$ cat src/rtl/hdlc_tx_pkg.sv
package hdlc_tx_pkg;
  typedef enum logic [1:0] {U_FLAG, U_DATA, U_CRC, U_ABORT} unitKind_t;

  // strobes from control to datapath, all only on a unit boundary
  typedef struct packed {
    logic loadFlag;
    logic loadData;
    logic loadCrc;
    logic loadAbortShort;
    logic loadAbortLong;
    logic crcInit;
  } dpCtl_t;

  localparam logic [7:0] FLAG_PATTERN = 8'h7E;
endpackage

$ cat src/rtl/hdlc_tx_dp.sv
module hdlc_tx_dp
  import hdlc_tx_pkg::*;
#(
  parameter int DATA_W      = 8,
  parameter int CRC_W       = 16,
  parameter logic [CRC_W-1:0] CRC_POLY = 16'h8408,
  parameter int SHORT_ABORT = 7,
  parameter int LONG_ABORT  = 15
) (
  input  logic              clk,
  input  logic              rstN,
  input  dpCtl_t            ctl,
  input  logic [DATA_W-1:0] byteIn,
  output logic              unitDone,
  output logic              txBit
);
  localparam int SH_W  = (CRC_W > LONG_ABORT) ? ((CRC_W > DATA_W) ? CRC_W : DATA_W)
                                              : ((LONG_ABORT > DATA_W) ? LONG_ABORT : DATA_W);
  localparam int LEN_W = $clog2(SH_W + 1);

  logic [SH_W-1:0]  sh;
  logic [LEN_W-1:0] bitsLeft;
  logic             stuffUnit;
  logic             crcUnit;
  logic [2:0]       ones;
  logic [CRC_W-1:0] crc;
  logic [CRC_W-1:0] crcNext;
  logic [CRC_W-1:0] crcNow;
  logic             needStuff;
  logic             curBit;

  assign needStuff = (ones == 3'd5);
  assign curBit    = sh[0];
  assign unitDone  = !needStuff && (bitsLeft == LEN_W'(1));

  always_comb begin
    crcNext = (crc >> 1) ^ (((crc[0] ^ curBit) == 1'b1) ? CRC_POLY : '0);
    crcNow  = (crcUnit && !needStuff) ? crcNext : crc;
  end

  always_ff @(posedge clk) begin
    if (!rstN) begin
      sh        <= SH_W'(FLAG_PATTERN);
      bitsLeft  <= LEN_W'(8);
      stuffUnit <= 1'b0;
      crcUnit   <= 1'b0;
      ones      <= '0;
      crc       <= '1;
      txBit     <= 1'b1;
    end else begin
      txBit <= needStuff ? 1'b0 : curBit;
      if (needStuff)               ones <= '0;
      else if (stuffUnit && curBit) ones <= ones + 3'd1;
      else                          ones <= '0;
      if (!needStuff) begin
        sh       <= sh >> 1;
        bitsLeft <= bitsLeft - LEN_W'(1);
      end
      if (ctl.crcInit) crc <= '1;
      else             crc <= crcNow;
      if (ctl.loadFlag) begin
        sh <= SH_W'(FLAG_PATTERN); bitsLeft <= LEN_W'(8);
        stuffUnit <= 1'b0; crcUnit <= 1'b0;
      end
      if (ctl.loadData) begin
        sh <= SH_W'(byteIn); bitsLeft <= LEN_W'(DATA_W);
        stuffUnit <= 1'b1; crcUnit <= 1'b1;
      end
      if (ctl.loadCrc) begin
        sh <= SH_W'(~crcNow); bitsLeft <= LEN_W'(CRC_W);
        stuffUnit <= 1'b1; crcUnit <= 1'b0;
      end
      if (ctl.loadAbortShort) begin
        sh <= '1; bitsLeft <= LEN_W'(SHORT_ABORT);
        stuffUnit <= 1'b0; crcUnit <= 1'b0;
      end
      if (ctl.loadAbortLong) begin
        sh <= '1; bitsLeft <= LEN_W'(LONG_ABORT);
        stuffUnit <= 1'b0; crcUnit <= 1'b0;
      end
    end
  end

  AST_STUFF_AFTER_FIVE: assert property (@(posedge clk) disable iff (!rstN)
    (ones == 3'd5) |=> (txBit == 1'b0));
  AST_RUN_LIMIT: assert property (@(posedge clk) disable iff (!rstN)
    ones <= 3'd5);
  AST_LOAD_ON_BOUNDARY: assert property (@(posedge clk) disable iff (!rstN)
    (ctl.loadFlag || ctl.loadData || ctl.loadCrc || ctl.loadAbortShort || ctl.loadAbortLong)
      |-> unitDone);
  AST_NEVER_DRY: assert property (@(posedge clk) disable iff (!rstN)
    bitsLeft != '0);
endmodule

$ cat src/rtl/hdlc_tx_ctrl.sv
module hdlc_tx_ctrl
  import hdlc_tx_pkg::*;
#(
  parameter int CNT_W = 16
) (
  input  logic             clk,
  input  logic             rstN,
  input  logic             unitDone,
  input  logic             fifoValid,
  input  logic             fifoEof,
  input  logic [1:0]       underrunMode,
  input  logic             crcAtEnd,
  input  logic             waitToSend,
  input  logic             releaseHold,
  input  logic             cntLoad,
  input  logic [CNT_W-1:0] cntValue,
  output dpCtl_t           ctl,
  output logic             fifoPop,
  output logic             eofSent,
  output logic             crcSent,
  output logic             allSent
);
  unitKind_t        kind;
  logic             curEof;
  logic             closing;
  logic             hold;
  logic [CNT_W-1:0] cnt;
  logic             cntActive;
  logic             avail;
  logic             tagEof;

  assign avail  = fifoValid && !hold;
  assign tagEof = fifoEof || (cntActive && cnt == CNT_W'(1));

  always_comb begin
    ctl = '0;
    if (unitDone) begin
      case (kind)
        U_DATA: begin
          if (curEof) begin
            if (crcAtEnd) ctl.loadCrc  = 1'b1;
            else          ctl.loadFlag = 1'b1;
          end else if (avail) begin
            ctl.loadData = 1'b1;
          end else begin
            case (underrunMode)
              2'd0:    ctl.loadAbortShort = 1'b1;
              2'd1:    ctl.loadAbortLong  = 1'b1;
              2'd2:    ctl.loadFlag       = 1'b1;
              default: ctl.loadCrc        = 1'b1;
            endcase
          end
        end
        U_CRC: ctl.loadFlag = 1'b1;
        default: begin
          if (avail) begin
            ctl.loadData = 1'b1;
            ctl.crcInit  = 1'b1;
          end else begin
            ctl.loadFlag = 1'b1;
          end
        end
      endcase
    end
  end

  assign fifoPop = ctl.loadData;

  always_ff @(posedge clk) begin
    if (!rstN) begin
      kind      <= U_FLAG;
      curEof    <= 1'b0;
      closing   <= 1'b0;
      hold      <= 1'b0;
      cnt       <= '0;
      cntActive <= 1'b0;
      eofSent   <= 1'b0;
      crcSent   <= 1'b0;
      allSent   <= 1'b0;
    end else begin
      eofSent <= unitDone && kind == U_DATA && curEof;
      crcSent <= unitDone && kind == U_CRC;
      allSent <= unitDone && kind == U_FLAG && closing;
      if (unitDone) begin
        closing <= ctl.loadFlag && (kind == U_DATA || kind == U_CRC);
        if (ctl.loadData)                                kind <= U_DATA;
        else if (ctl.loadCrc)                            kind <= U_CRC;
        else if (ctl.loadFlag)                           kind <= U_FLAG;
        else                                             kind <= U_ABORT;
      end
      if (ctl.loadData) curEof <= tagEof;
      if (ctl.loadData && waitToSend && tagEof) hold <= 1'b1;
      else if (releaseHold)                     hold <= 1'b0;
      if (cntLoad) begin
        cnt       <= cntValue;
        cntActive <= (cntValue != '0);
      end else if (ctl.loadData && cntActive) begin
        cnt <= cnt - CNT_W'(1);
        if (cnt == CNT_W'(1)) cntActive <= 1'b0;
      end
    end
  end

  AST_HOLD_NO_POP: assert property (@(posedge clk) disable iff (!rstN)
    hold |-> !fifoPop);
  AST_POP_NEEDS_VALID: assert property (@(posedge clk) disable iff (!rstN)
    fifoPop |-> fifoValid);
  AST_PULSE_EXCLUSIVE: assert property (@(posedge clk) disable iff (!rstN)
    $onehot0({eofSent, crcSent, allSent}));
  AST_EOF_ONE_CYCLE: assert property (@(posedge clk) disable iff (!rstN)
    eofSent |=> !eofSent);
  AST_ALL_ONE_CYCLE: assert property (@(posedge clk) disable iff (!rstN)
    allSent |=> !allSent);
  AST_COUNT_MARKS_END: assert property (@(posedge clk) disable iff (!rstN)
    (fifoPop && cntActive && cnt == CNT_W'(1) && !cntLoad) |=> (curEof && !cntActive));
endmodule

$ cat src/rtl/hdlc_tx_frame_term.sv
module hdlc_tx_frame_term
  import hdlc_tx_pkg::*;
#(
  parameter int DATA_W = 8,
  parameter int CNT_W  = 16
) (
  input  logic              clk,
  input  logic              rstN,
  input  logic              fifoValid,
  input  logic [DATA_W-1:0] fifoData,
  input  logic              fifoEof,
  output logic              fifoPop,
  input  logic [1:0]        underrunMode,
  input  logic              crcAtEnd,
  input  logic              waitToSend,
  input  logic              releaseHold,
  input  logic              cntLoad,
  input  logic [CNT_W-1:0]  cntValue,
  output logic              txBit,
  output logic              eofSent,
  output logic              crcSent,
  output logic              allSent
);
  dpCtl_t ctl;
  logic   unitDone;

  hdlc_tx_ctrl #(.CNT_W(CNT_W)) uCtrl (
    .clk(clk), .rstN(rstN), .unitDone(unitDone),
    .fifoValid(fifoValid), .fifoEof(fifoEof),
    .underrunMode(underrunMode), .crcAtEnd(crcAtEnd),
    .waitToSend(waitToSend), .releaseHold(releaseHold),
    .cntLoad(cntLoad), .cntValue(cntValue),
    .ctl(ctl), .fifoPop(fifoPop),
    .eofSent(eofSent), .crcSent(crcSent), .allSent(allSent)
  );

  hdlc_tx_dp #(.DATA_W(DATA_W)) uDp (
    .clk(clk), .rstN(rstN), .ctl(ctl), .byteIn(fifoData),
    .unitDone(unitDone), .txBit(txBit)
  );

  AST_RESET_IDLE: assert property (@(posedge clk)
    !rstN |=> (txBit && !eofSent && !crcSent && !allSent));
endmodule

$ cat config.mk
export PLATFORM = sky130hd
export DESIGN_NAME = hdlc_tx_frame_term
export DESIGN_NICKNAME = d
export VERILOG_FILES = /design/src/rtl/hdlc_tx_pkg.sv /design/src/rtl/hdlc_tx_dp.sv /design/src/rtl/hdlc_tx_ctrl.sv /design/src/rtl/hdlc_tx_frame_term.sv
export SDC_FILE = /design/constraint.sdc
export NUM_CORES = 1
export LEC_CHECK = 0
export BUFFER_PORTS_ARGS = -buffer_cell sky130_fd_sc_hd__buf_2
export CORE_UTILIZATION = 50
export CTS_BUF_LIST = sky130_fd_sc_hd__clkbuf_4 sky130_fd_sc_hd__clkbuf_8
export CTS_CLUSTER_SIZE = 28
export DETAILED_ROUTE_END_ITERATION = 10
export GPL_ROUTABILITY_DRIVEN = 0
export PLACE_DENSITY = 0.72
export REMOVE_ABC_BUFFERS = 1
export SETUP_SLACK_MARGIN = 0.15
export SLEW_MARGIN = 25
export SYNTH_ARGS = -nofsm -noshare
export SYNTH_HDL_FRONTEND = slang
export SYNTH_SLANG_ARGS = --single-unit
$ cat constraint.sdc
create_clock -name clk -period 5.1 [get_ports clk]
set_clock_uncertainty 0.05 [all_clocks]
set_input_delay 0.255 -clock clk [delete_from_list [all_inputs] [get_ports clk]]
set_output_delay 0.255 -clock clk [all_outputs]
set_load 0.01 [all_outputs]
==> out/metrics.cfg <==
[flow_run]
drv_cap = 0

[route]
first_pass_iters = 5
drtAntennaViolNets = 0
via_per_inst = 6.08
detail_route.wl_per_cell_um = 15.7
routed_wirelength_mm = 8.14
vias = 3154
drc_errors = 0
drt_iter0_drc = 169

[global_route]
grt_overflow = 0
grtUsageTotal = 0.238
grt_max_degree = 37
antenna_found_initial = 0
grt_pass1_vias = 2845
grt_pass1_wl_mm = 13.6

[die]
die_h_um = 85.1
die_area_um2 = 7250
start_util = 0.532
std_cell_rows = 29
ios = 39
coreArea_um2 = 6490
die_w_um = 85.1

[synth]
yosys-top-cells-area = dfxtp_1 (39%), a21oi_1 (7.4%), o21ai_0 (6.5%)
synth_common_cells = dfxtp_1 (68), a21oi_1 (51), o21ai_0 (45), nand2_1 (33), clkbuf_1 (21)
synth_cell_type_count = 52
ys_ff_latch = 68
synth.top_cell.area_share = 0.394
syn_area_um2 = 3460
synth_flop_cell = dfxtp_1
synth.most_common_cell = dfxtp_1
synth_area_leader_cell = dfxtp_1
synth_warnings = 0
async_flop_share = 0
yosysSeqAreaShare = 0.394
netlist_instances = 413
post_synth.cell_area_avg_um2 = 8.37
synth-edff-count = 0

[sta]
period_share = 0.597
fin_crit_ns = 3.04
final_max_slew_viol_count = 0
fmax_mhz = 329
finalSetupTns_ns = 0
grt_setup_unrepaired = false
setup_violations = 0
hold_violations = 0
worstMarginPinSlew_ns = 1.01
max_slew_margin = 0.326

[pwr]
vdd_drop_max_v = 0.000214
p_leak_nw = 1.45
power_density_nw_per_um2 = 331
p_total_w = 0.00128

[clock_network]
cts_max_level = 3
cts_setup_buffers = 0
cts.sinks = 68
cts_buffers = 9
ctsResizeCount = 0
cts_buffer_depth = 2
cts_tree = built
cts_root_buf = clkbuf_8
clk_pin_slew_worst_paths_ns = 0.07
clk_latency_ns = 0.35
cts_hold_buf = 0

[setup_path]
worstRegToRegCells = 6
endpoint_kind = register
r2r-end = uCtrl.kind[0]
crit_arrival_ns = 3.20
rrSetupSlack_ns = 2.06
critPathKind = register to register
setup.worst_path.start_class = register
cp_max_fo = 16
worstReg2RegStart = uDp.bitsLeft[0]
required_ns = 5.25

[hold_path]
hp-class = primary input to register
hold_depth = 3
hold_end = uCtrl.cnt[4]
hp-start = cntValue[4]

[placement]
dpl.hpwl_mm = 5.59
dp.cells = 503
place_area_um2 = 3650
io_buffers = 38

[cells_and_area]
layout-drive-gt1-share = 0.149
instances_no_fill = 519
design_area_um2 = 3870
n_antenna_cell = 0
seqCellArea_um2 = 1360
area_delta_synth_final_pct = 11.9
fillCellCount = 602
multi_input_area_um2 = 1930
finalNetCount = 480

[run_status]
outcome = finished, final reports clean

==> report_power, final <==
group | internal, W | switching (W) | leakage (nW) | total (W)
clock | 0.000273 | 0.000210 | 0.109 | 0.000483
sequential | 0.000562 | 0.0000287 | 0.556 | 0.000590
combinational | 0.0000839 | 0.000121 | 0.784 | 0.000205
==> cell usage in the layout (no fill, tap or decap), types with 5 or more instances in the layout <==
cell type | Yosys | routed
nor2_1 | 14 | 14
or3_1 | 11 | 11
clkbuf_8 | 0 | 9
nand3_1 | 12 | 12
buf_2 | 3 | 38
a21o_1 | 10 | 10
mux2i_1 | 16 | 16
o31ai_1 | 9 | 9
dfxtp_1 | 68 | 68
inv_1 | 16 | 16
a221oi_1 | 6 | 6
nor3_1 | 5 | 5
or4_1 | 5 | 5
nand2b_1 | 9 | 9
nand2_1 | 33 | 33
a21oi_1 | 51 | 50
a31oi_1 | 16 | 16
ha_1 | 9 | 9
o21ai_0 | 45 | 45
==> flip-flops by register name, summed over array words and instances (netlist names) <==
signal	count
uCtrl.cntActive	1
uDp.txBit	1
uCtrl.hold	1
uDp.crcUnit	1
uCtrl.closing	1
uCtrl.eofSent	1
uCtrl.crcSent	1
uCtrl.kind	2
uDp.stuffUnit	1
uCtrl.allSent	1
uCtrl.curEof	1
uDp.ones	3
uCtrl.cnt	16
uDp.crc	16
uDp.sh	16
uDp.bitsLeft	5
==> worst max-delay path, cell delays in order (launching register included) <==
cell      delay (ns)
dfxtp_1         0.38
ha_1            0.17
or3b_4          0.40
nor2_1          0.77
nand4b_1        0.71
a21oi_1         0.35
a211oi_1        0.07
==> layer usage <==
metal,vias up,share of wire,track usage
met1,1473,0.48,0.317
met4,0,0.0088,0.0663
met5,-,0,0
li1,1571,-,-
met2,103,0.46,0.382
met3,7,0.051,0.0642
==> cells by family after synthesis <==
kind of cell,synth area share
multiplexers,0.0463
flip-flops,0.394
AO/OA/AOI/OAI,0.272
adder cells (fa/ha/maj),0.0326
buffers and inverters,0.0521
AND/OR/NAND/NOR,0.183
XOR/XNOR,0.0203
==> stage by stage <==
stage               setup slack [ns]   util  hold WS, ns
floorplan                       1.80      -        0.267
global placement                2.18  0.561        0.370
detailed placement              2.11  0.562        0.383
CTS                             2.10  0.595        0.138
global route                    1.85  0.595        0.144
finish                          2.06  0.595        0.140
==> layout make-up <==
type                            count  share of cell area
Clock buffer                        9              0.0320
Clock inverter                      7              0.0236
Inverter                           16              0.0155
Multi-Input combinational cell    302               0.499
Sequential cell                    68               0.352
Tap cell                           77              0.0249
Timing Repair Buffer               40              0.0531
==> worst max path at each step <==
| stage | slack, ns | start | cells past startpoint | endpoint |
|---|---|---|---|---|
| after floorplan | 1.80 | uDp.ones[1] | 7 | uDp.sh[5] |
| after global placement | 2.18 | uDp.bitsLeft[0] | 6 | uCtrl.cnt[13] |
| after detailed placement | 2.11 | uDp.bitsLeft[1] | 7 | uCtrl.cnt[13] |
| after CTS | 2.10 | uDp.bitsLeft[0] | 6 | uCtrl.cnt[13] |
| after global routing | 1.85 | uCtrl.kind[1] | 7 | uCtrl.cnt[13] |
| final | 2.06 | uDp.bitsLeft[0] | 6 | uCtrl.kind[0] |
No activity file was read; power rests on OpenSTA's default activity.
